==> src/rtl/sport_irq_pkg.sv <==
// Shared constants for the serial port interrupt status logic.
// Assumes a seven-bit status word and a four-word register map.
package sport_irq_pkg;
    localparam int STAT_W = 7;

    // status bit positions (software decodes these)
    localparam int B_OVR = 0;
    localparam int B_TMO = 1;
    localparam int B_RXL = 2;
    localparam int B_TXL = 3;
    localparam int B_RXD = 4;
    localparam int B_TXD = 5;
    localparam int B_EOT = 6;

    // sticky bit count and their slots in the sticky vector
    localparam int N_STICKY = 5;
    localparam int S_OVR = 0;
    localparam int S_TMO = 1;
    localparam int S_RXD = 2;
    localparam int S_TXD = 3;
    localparam int S_EOT = 4;

    // register word select
    localparam logic [1:0] A_RAW  = 2'd0;
    localparam logic [1:0] A_MASK = 2'd1;
    localparam logic [1:0] A_MSTA = 2'd2;
    localparam logic [1:0] A_CLR  = 2'd3;

    // value of the raw word after reset: only the transmit level bit
    localparam logic [STAT_W-1:0] RAW_RST = STAT_W'(1) << B_TXL;

    typedef logic [STAT_W-1:0] stat_t;
endpackage

==> src/rtl/sport_irq_level.sv <==
// Level-driven status: registers the transmit and receive level flags
// and detects the end-of-transmit rising edge.
// Assumes levels are valid every cycle and range 0..DEPTH.
module sport_irq_level #(
    parameter int DEPTH = 8,
    parameter int LVL_W = $clog2(DEPTH + 1)
) (
    input  logic             clk,
    input  logic             rst_n,
    input  logic [LVL_W-1:0] tx_level,
    input  logic [LVL_W-1:0] rx_level,
    input  logic             shifter_busy,
    input  logic             eot_mode,
    output logic             tx_flag_q,
    output logic             rx_flag_q,
    output logic             eot_pulse
);
    localparam logic [LVL_W-1:0] HALF = LVL_W'(DEPTH / 2);

    logic tx_idle;
    logic idle_prev_q;
    logic tx_flag_d;
    logic rx_flag_d;

    // the line is quiet: nothing queued and the shifter has stopped
    always_comb tx_idle = (tx_level == '0) && !shifter_busy;

    // choose the transmit condition by mode
    always_comb begin
        if (eot_mode) tx_flag_d = tx_idle;
        else          tx_flag_d = (tx_level <= HALF);
    end

    // receive FIFO at or above the half mark
    always_comb rx_flag_d = (rx_level >= HALF);

    // new end-of-transmit only when the quiet condition first appears
    always_comb eot_pulse = tx_idle && !idle_prev_q;

    // level flags; transmit flag resets set, matching an empty FIFO
    always_ff @(posedge clk) begin
        if (!rst_n) begin
            tx_flag_q <= 1'b1;
            rx_flag_q <= 1'b0;
        end else begin
            tx_flag_q <= tx_flag_d;
            rx_flag_q <= rx_flag_d;
        end
    end

    // previous quiet state; reset as quiet so reset raises no event
    always_ff @(posedge clk) begin
        if (!rst_n) idle_prev_q <= 1'b1;
        else        idle_prev_q <= tx_idle;
    end

    AST_TX_NORMAL: assert property (@(posedge clk) disable iff (!rst_n)
        (!eot_mode && tx_level <= HALF) |=> tx_flag_q);
    AST_TX_NORMAL_LOW: assert property (@(posedge clk) disable iff (!rst_n)
        (!eot_mode && tx_level > HALF) |=> !tx_flag_q);
    AST_TX_EOTMODE: assert property (@(posedge clk) disable iff (!rst_n)
        (eot_mode && (tx_level != '0 || shifter_busy)) |=> !tx_flag_q);
    AST_RX_HALF: assert property (@(posedge clk) disable iff (!rst_n)
        (rx_level >= HALF) |=> rx_flag_q);
endmodule

==> src/rtl/sport_irq_sticky.sv <==
// Sticky event bits with write-one-to-clear. A set in the same cycle
// as a clear wins. Assumes set and clear strobes last one cycle each.
module sport_irq_sticky #(
    parameter int N = 5
) (
    input  logic         clk,
    input  logic         rst_n,
    input  logic [N-1:0] set_i,
    input  logic [N-1:0] clr_i,
    output logic [N-1:0] q_o
);
    for (genvar i = 0; i < N; i++) begin : g_bit
        // hold until cleared; a set event always takes priority
        always_ff @(posedge clk) begin
            if (!rst_n)        q_o[i] <= 1'b0;
            else if (set_i[i]) q_o[i] <= 1'b1;
            else if (clr_i[i]) q_o[i] <= 1'b0;
        end

        AST_SET_WINS: assert property (@(posedge clk) disable iff (!rst_n)
            set_i[i] |=> q_o[i]);
        AST_STICKY_KEEP: assert property (@(posedge clk) disable iff (!rst_n)
            (q_o[i] && !clr_i[i]) |=> q_o[i]);
        AST_NO_SELF_SET: assert property (@(posedge clk) disable iff (!rst_n)
            (!q_o[i] && !set_i[i]) |=> !q_o[i]);
    end
endmodule

==> src/rtl/sport_irq_regs.sv <==
// Register port: mask storage, clear strobes, read mux and the combined
// interrupt. Assumes single-cycle writes and combinational reads.
module sport_irq_regs
    import sport_irq_pkg::*;
#(
    parameter int DATA_W = 32
) (
    input  logic              clk,
    input  logic              rst_n,
    input  logic [1:0]        reg_addr,
    input  logic              reg_wr,
    input  logic [DATA_W-1:0] reg_wdata,
    input  stat_t             raw_i,
    output stat_t             clr_o,
    output logic [DATA_W-1:0] reg_rdata,
    output logic              irq
);
    stat_t mask_q;
    stat_t masked;
    logic  unused_wdata_hi;

    // upper write bits carry no storage
    always_comb unused_wdata_hi = ^reg_wdata[DATA_W-1:STAT_W];

    // clear strobes pulse only on a write to the clear word
    always_comb clr_o = (reg_wr && reg_addr == A_CLR) ? reg_wdata[STAT_W-1:0] : '0;

    // mask register, written at its own address
    always_ff @(posedge clk) begin
        if (!rst_n)                          mask_q <= '0;
        else if (reg_wr && reg_addr == A_MASK) mask_q <= reg_wdata[STAT_W-1:0];
    end

    // masked status feeds both the read path and the interrupt
    always_comb masked = raw_i & mask_q;

    // interrupt line: any enabled status bit
    always_comb irq = |masked;

    // read mux; unused upper bits are zero
    always_comb begin
        reg_rdata = '0;
        case (reg_addr)
            A_RAW:   reg_rdata[STAT_W-1:0] = raw_i;
            A_MASK:  reg_rdata[STAT_W-1:0] = mask_q;
            A_MSTA:  reg_rdata[STAT_W-1:0] = masked;
            default: reg_rdata = '0;
        endcase
    end

    AST_MASK_HOLD: assert property (@(posedge clk) disable iff (!rst_n)
        !(reg_wr && reg_addr == A_MASK) |=> $stable(mask_q));
    AST_RD_UPPER_ZERO: assert property (@(posedge clk) disable iff (!rst_n)
        reg_rdata[DATA_W-1:STAT_W] == '0);
    AST_IRQ_QUIET: assert property (@(posedge clk) disable iff (!rst_n)
        (raw_i == '0) |-> !irq);
endmodule

==> src/rtl/sport_irq_ctrl.sv <==
// Top of the serial port interrupt status logic: assembles the raw
// status word from level flags and sticky bits and exposes the
// register port. Assumes event inputs are one-cycle pulses.
module sport_irq_ctrl
    import sport_irq_pkg::*;
#(
    parameter int DEPTH  = 8,
    parameter int DATA_W = 32,
    parameter int LVL_W  = $clog2(DEPTH + 1)
) (
    input  logic              clk,
    input  logic              rst_n,
    input  logic [LVL_W-1:0]  tx_level,
    input  logic [LVL_W-1:0]  rx_level,
    input  logic              shifter_busy,
    input  logic              eot_mode,
    input  logic              tx_dma_done,
    input  logic              rx_dma_done,
    input  logic              rx_overrun,
    input  logic              rx_timeout,
    input  logic [1:0]        reg_addr,
    input  logic              reg_wr,
    input  logic [DATA_W-1:0] reg_wdata,
    output logic [DATA_W-1:0] reg_rdata,
    output logic              irq
);
    logic                tx_flag;
    logic                rx_flag;
    logic                eot_pulse;
    logic [N_STICKY-1:0] st_set;
    logic [N_STICKY-1:0] st_clr;
    logic [N_STICKY-1:0] st_q;
    stat_t               clr_w;
    stat_t               raw;

    sport_irq_level #(.DEPTH(DEPTH), .LVL_W(LVL_W)) u_level (
        .clk          (clk),
        .rst_n        (rst_n),
        .tx_level     (tx_level),
        .rx_level     (rx_level),
        .shifter_busy (shifter_busy),
        .eot_mode     (eot_mode),
        .tx_flag_q    (tx_flag),
        .rx_flag_q    (rx_flag),
        .eot_pulse    (eot_pulse)
    );

    // route events into the sticky vector
    always_comb begin
        st_set        = '0;
        st_set[S_OVR] = rx_overrun;
        st_set[S_TMO] = rx_timeout;
        st_set[S_RXD] = rx_dma_done;
        st_set[S_TXD] = tx_dma_done;
        st_set[S_EOT] = eot_pulse;
    end

    // route clear bits; level bits have no clear path
    always_comb begin
        st_clr        = '0;
        st_clr[S_OVR] = clr_w[B_OVR];
        st_clr[S_TMO] = clr_w[B_TMO];
        st_clr[S_RXD] = clr_w[B_RXD];
        st_clr[S_TXD] = clr_w[B_TXD];
        st_clr[S_EOT] = clr_w[B_EOT];
    end

    sport_irq_sticky #(.N(N_STICKY)) u_sticky (
        .clk   (clk),
        .rst_n (rst_n),
        .set_i (st_set),
        .clr_i (st_clr),
        .q_o   (st_q)
    );

    // assemble the raw word in software bit order
    always_comb begin
        raw        = '0;
        raw[B_OVR] = st_q[S_OVR];
        raw[B_TMO] = st_q[S_TMO];
        raw[B_RXL] = rx_flag;
        raw[B_TXL] = tx_flag;
        raw[B_RXD] = st_q[S_RXD];
        raw[B_TXD] = st_q[S_TXD];
        raw[B_EOT] = st_q[S_EOT];
    end

    sport_irq_regs #(.DATA_W(DATA_W)) u_regs (
        .clk       (clk),
        .rst_n     (rst_n),
        .reg_addr  (reg_addr),
        .reg_wr    (reg_wr),
        .reg_wdata (reg_wdata),
        .raw_i     (raw),
        .clr_o     (clr_w),
        .reg_rdata (reg_rdata),
        .irq       (irq)
    );

    AST_EOT_CAUSE: assert property (@(posedge clk) disable iff (!rst_n)
        $rose(raw[B_EOT]) |-> ($past(tx_level) == '0 && !$past(shifter_busy)));
    AST_LEVEL_NO_CLEAR: assert property (@(posedge clk) disable iff (!rst_n)
        (rx_level >= LVL_W'(DEPTH / 2) && clr_w[B_RXL]) |=> raw[B_RXL]);
endmodule

==> config.mk <==
export PLATFORM = sky130hd
export DESIGN_NAME = sport_irq_ctrl
export DESIGN_NICKNAME = d
export VERILOG_FILES = /design/src/rtl/sport_irq_pkg.sv /design/src/rtl/sport_irq_level.sv /design/src/rtl/sport_irq_sticky.sv /design/src/rtl/sport_irq_regs.sv /design/src/rtl/sport_irq_ctrl.sv
export SDC_FILE = /design/constraint.sdc
export NUM_CORES = 1
export LEC_CHECK = 0
export ABC_AREA = 1
export BUFFER_PORTS_ARGS = -buffer_cell sky130_fd_sc_hd__clkbuf_2
export CORE_UTILIZATION = 39
export CTS_BUF_LIST = sky130_fd_sc_hd__clkbuf_16
export DETAILED_ROUTE_END_ITERATION = 7
export PLACE_DENSITY = 0.83
export SETUP_SLACK_MARGIN = 0.1
export SLEW_MARGIN = 25
export SYNTH_ARGS = -nofsm -noshare
export SYNTH_HDL_FRONTEND = slang
export SYNTH_SLANG_ARGS = --single-unit
==> constraint.sdc <==
create_clock -name clk -period 1.64 [get_ports clk]
set_input_delay 0.328 -clock clk [delete_from_list [all_inputs] [get_ports clk]]
set_output_delay 0.328 -clock clk [all_outputs]
set_load 0.05 [all_outputs]
After elaboration in Yosys (flattened, before gate mapping)
Cells that the tools add are included.
{ "word_totals": {"regBits": 15, "latch_bits": 0, "ramBits": 0, "rom_bits": 0, "inputBits": 51, "output_inout_bits": 33, "wordCells": 42, "mem_count": 0} }
{ "classes": {"add_sub_neg": 0, "mul": 0, "div_mod_pow": 0, "magnitude_cmp": 2, "n_eq_ne": 3, "shifts": 0, "n_mux": 13, "n_bitwise": 1, "n_reduce_logical": 14} }
{ "ops": {"columns": ["op", "count"], "rows": [
  ["case mux 7 bit (3 select lines)", 1],
  ["2-to-1 mux 1 bit", 11],
  ["nonzero test 2 bit", 5],
  ["bitwise AND 7 bit", 1],
  ["2-to-1 mux 7 bit", 1],
  ["OR reduction 7 bit", 1],
  ["== test 2 bit (second input constant)", 2],
  ["greater-or-equal comparator 4 x 3 -> 1 bit (second input constant)", 1],
  ["<= comparator 4 x 3 -> 1 bit (second input constant)", 1],
  ["logical AND 1 bit", 4],
  ["logical NOT 4 bit", 1],
  ["== test 2 x 1 -> 1 bit (second input constant)", 1],
  ["logical NOT 1 bit", 2],
  ["logical NOT 2 bit", 1]
]} }

Longest topological paths before layout
{ "logic_depth": {"depth_word": 5, "ltp_mapped": 5, "ltp_nobuf": 5} }

Cells and area by module
From an unflattened synthesis, not the netlist that was laid out.
{ "unflattened": {"cells_unflattened": 170, "hier_area_um2": 1047.3} }
{ "by_module_without_submodules": {"columns": ["mod", "n_inst", "cells_per_inst", "area_each_um2", "seq_area_each_um2"], "rows": [
  ["sport_irq_regs", 1, 129, 734.5, 140.1],
  ["sport_irq_sticky", 1, 26, 185.2, 100.1],
  ["sport_irq_level", 1, 15, 127.6, 60.1]
]} }

Worst setup path after synthesis
Ideal clock, no wire load.
{ "synth_timing": {"path_kind": "in2out", "start": "input port reg_addr[1]", "end": "output port reg_rdata[0]", "t_arrival_ns": 1.001, "required_ns": 1.312, "path_slack_ns": 0.311, "path_stages": 5, "n_path_buf": 0, "path_cell_list": "inv_1 > nand2_1 > nand2_1 > o21ai_0 > inv_1"} }
{ "synth_between": {"elab_chain_cells": 2, "word_cells_on_any_way": 4, "cone_classes": "eq/ne: 2; mux: 1; reduce/logical: 1"} }
{ "synth_rtl": {"columns": ["element", "line", "rtl"], "rows": [
  ["start, declared", "sport_irq_ctrl.sv:21", "input logic [1:0] reg_addr,"],
  ["== test 2 bit, or another cell as far along", "sport_irq_regs.sv:43", "case (reg_addr)"],
  ["case mux 7 bit (3 select lines) (*)", "sport_irq_regs.sv:43", null],
  ["end, declared", "sport_irq_ctrl.sv:24", "output logic [DATA_W-1:0] reg_rdata,"]
]} }
Mark *: on every way between the ends. The rest lies on a longest branch, timed or not.

Worst setup path in the final report
{ "layout_timing": {"start": "input port reg_addr[0]", "end": "output port reg_rdata[4]"} }
The elaborated chain is that of the path after synthesis.

==> reports/results.tsv <==
stage	metric	value	unit
run_status	status	finished clean	
job	drv_cap	0	
drt	num_vias	886	
worst_hold_path	hold_class	in -> reg	
clock_network	htreeDepth	1	
clock_network	cts_num_sinks	15	
placement	place_congestion	0.792	
critical_path	cp-end-kind	output pin	
critical_path	critPathArrivalTime	1140	ps
yosys	synth_top_area_cell	dfxtp_1	
yosys	synth_area_per_cell	6.56	µm²
critical_path	worstPathRequired	1310	ps
clock_network	clk_path_buf_depth	2	
power	p_int	0.000762	W
yosys	ys_ff_latch	15	
power	vdd_drop_max	0.616	mV
drt	drtAntennaViolNets	0	
floorplanning	die_y	50.9	µm
clock_network	cts_buffers	3	
power	powerDensity	1010	nW/µm²
floorplanning	fp.dieW	50.9	µm
sta	holdWs	254	ps
sta	timing.final.crit_share	89.7	%
critical_path	crit_family	buffers and inverters	
floorplanning	start_util	41.7	%
finish	layout-drive-gt1-share	22.6	%
drt	drc_errors	0	
finish	area_growth	20.6	%
finish	nFillCells	240	
sta	hold_violations	0	
yosys	yosysTopAreaCellShare	32.3	%
finish	final_nets	229	
global_routing	first_global_vias	691	
finish	post-route-util	50.3	%
critical_path	crit_path_start_kind	input pin	
finish	n_antenna_cell	0	
finish	layout_commonest_cell	nand2_1	
yosys	ys.warnings.count	0	
yosys	synth-seq-area-share	32.3	%
sta	fin_skew	0.482	ps
power	power.switching	0.000370	W
drt	routedWlPerCell	8.45	µm
finish	final-seq-area	300	µm²
critical_path	slowest_stage	clkbuf_4	
floorplanning	coreArea	2230	µm²
finish	postLayoutCellArea	1120	µm²
clock_network	insertion_delay	240	ps
floorplanning	row_count	17	
drt	wirelength	1730	µm
clock_network	root_buffer	clkbuf_16	
clock_network	post_cts_buffers	0	
power	power_frac_clock	40.2	%
sta	final.min_clock_period	1470	ps
sta	clock.fmax	0.680	GHz
sta	setup_viol	0	
placement	io_buffers	31	
floorplanning	die_area	2590	µm²
clock_network	cts.clk_slew.worst_paths	50	ps
drt	dr.pass1.iters	4	
placement	placed_cell_area	1030	µm²
global_routing	grt_first_pass_wirelength	2760	µm
global_routing	grt.total_usage	14.1	%
finish	final_cell_mix	nand2_1 (37), conb_1 (25), clkbuf_2 (25)	
yosys	synth.top_cells.by_area	dfxtp_1 (32%), buf_4 (20%), nand2_1 (15%)	
yosys	yosysUniqueCellTypes	14	
critical_path	cp_max_fo	7	
critical_path	max_stage_delay	210	ps
power	netSwitchingFraction	32.7	%
power	leakage	0.662	nW
yosys	synth_cells	142	
clock_network	cts_tree	done	
power	seq_power_share	34.9	%
yosys	syn_area	931	µm²
critical_path	crit_chain	clkbuf_2 -> nor2_1 -> buf_4 -> o21ai_0 -> inv_1 -> clkbuf_4	
critical_path	critPathBufInv	4	
placement	place_hpwl	1380	µm
floorplanning	io_pins	84	
global_routing	grt_max_degree	15	
global_routing	antenna_found_initial	0	
finish	multiInputGateArea	448	µm²
power	p_comb_share	24.8	%
sta	slew_viol_final	0	
clock_network	postCtsHoldBufs	0	
global_routing	overflow	0	
drt	viasPerCell	4.32	
sta	fin_setup_tns	0	ps
critical_path	r2r_slack	1000	ps
sta	rsz0062_at_grt	true	
critical_path	critical_path_class	in -> out	
drt	drtIter0Drc	16	
-- through the flow --
| step | total power (W) | worst slack [ps] | std cells |
|---|---|---|---|
| 6_report | 0.00113 | 169 | 205 |
| 5_1_grt | 0.00118 | 86.9 | 205 |
| 4_1_cts | 0.00113 | 100 | 205 |
| 3_5_place_dp | 0.000680 | 80.6 | 201 |
| 3_3_place_gp | 0.000676 | 98.4 | 201 |
| 2_1_floorplan | 0.000665 | 311 | 166 |
-- state kept, by name, indices dropped and copies added (netlist names) --
signal / flops
u_level.idle_prev_q: 1
u_level.rx_flag_q: 1
u_regs.mask_q: 7
u_sticky.q_o: 5
u_level.tx_flag_q: 1
-- worst paths after layout --
check / cells after the start / endpoint / start
worst max-delay path: 6 / reg_rdata[4] / reg_addr[0]
worst min-delay path: 2 / u_level.idle_prev_q$_SDFF_PN1_ / rst_n
worst max register to register: 2 / u_regs.mask_q[4]$_SDFFE_PN0P_ / u_regs.mask_q[4]$_SDFFE_PN0P_
worst min register to register: 2 / u_regs.mask_q[0]$_SDFFE_PN0P_ / u_regs.mask_q[0]$_SDFFE_PN0P_
-- layer usage --
layer  track usage [%]  wire length [µm]
met5                 0                 0
met1              17.9               712
met4              4.17                10
met2              23.6               873
met3              3.27               137
-- power by group through the flow --
stage / sequential (W) / clock [W] / combinational (W)
after floorplan: 0.000399 / 0 / 0.000266
after global placement: 0.000401 / 0 / 0.000275
after detailed placement: 0.000401 / 0 / 0.000278
after CTS: 0.000395 / 0.000457 / 0.000280
after global routing: 0.000397 / 0.000477 / 0.000303
final: 0.000395 / 0.000455 / 0.000281
-- cells in the mapped netlist --
master / count
conb_1: 1
nand2_1: 38
o21ai_0: 13
dfxtp_1: 15
and3_1: 1
inv_1: 21
buf_2: 1
nand4_1: 2
nor2_1: 6
nand3_4: 1
buf_4: 25
nand3_1: 3
inv_2: 1
a21oi_1: 14
-- cell type report --
| cell class | instances | area share (%) |
|---|---|---|
| multi-input cells | 103 | 39.9 |
| flip-flops and latches | 15 | 26.8 |
| repair buffers | 33 | 15.8 |
| inverters | 22 | 7.36 |
| clock buffers | 3 | 6.69 |
| well taps | 28 | 3.12 |
| clock inverters | 1 | 0.334 |
-- logic make-up after synthesis --
| logic type | Yosys count | synth area share, % |
|---|---|---|
| and+or+nand+nor | 51 | 23.3 |
| DFF | 15 | 32.3 |
| buffers and inverters | 48 | 29.6 |
| other | 1 | 0.403 |
| AOI/OAI and AO/OA | 27 | 14.5 |
-- what timing repair did --
action,CTS,global route
resized for setup,2,8
hold endpoints to repair,0,0
gates cloned,0,0
endpoints found under the setup margin,2,8
pin swaps,0,0
No activity file was read; power rests on OpenSTA's default activity.
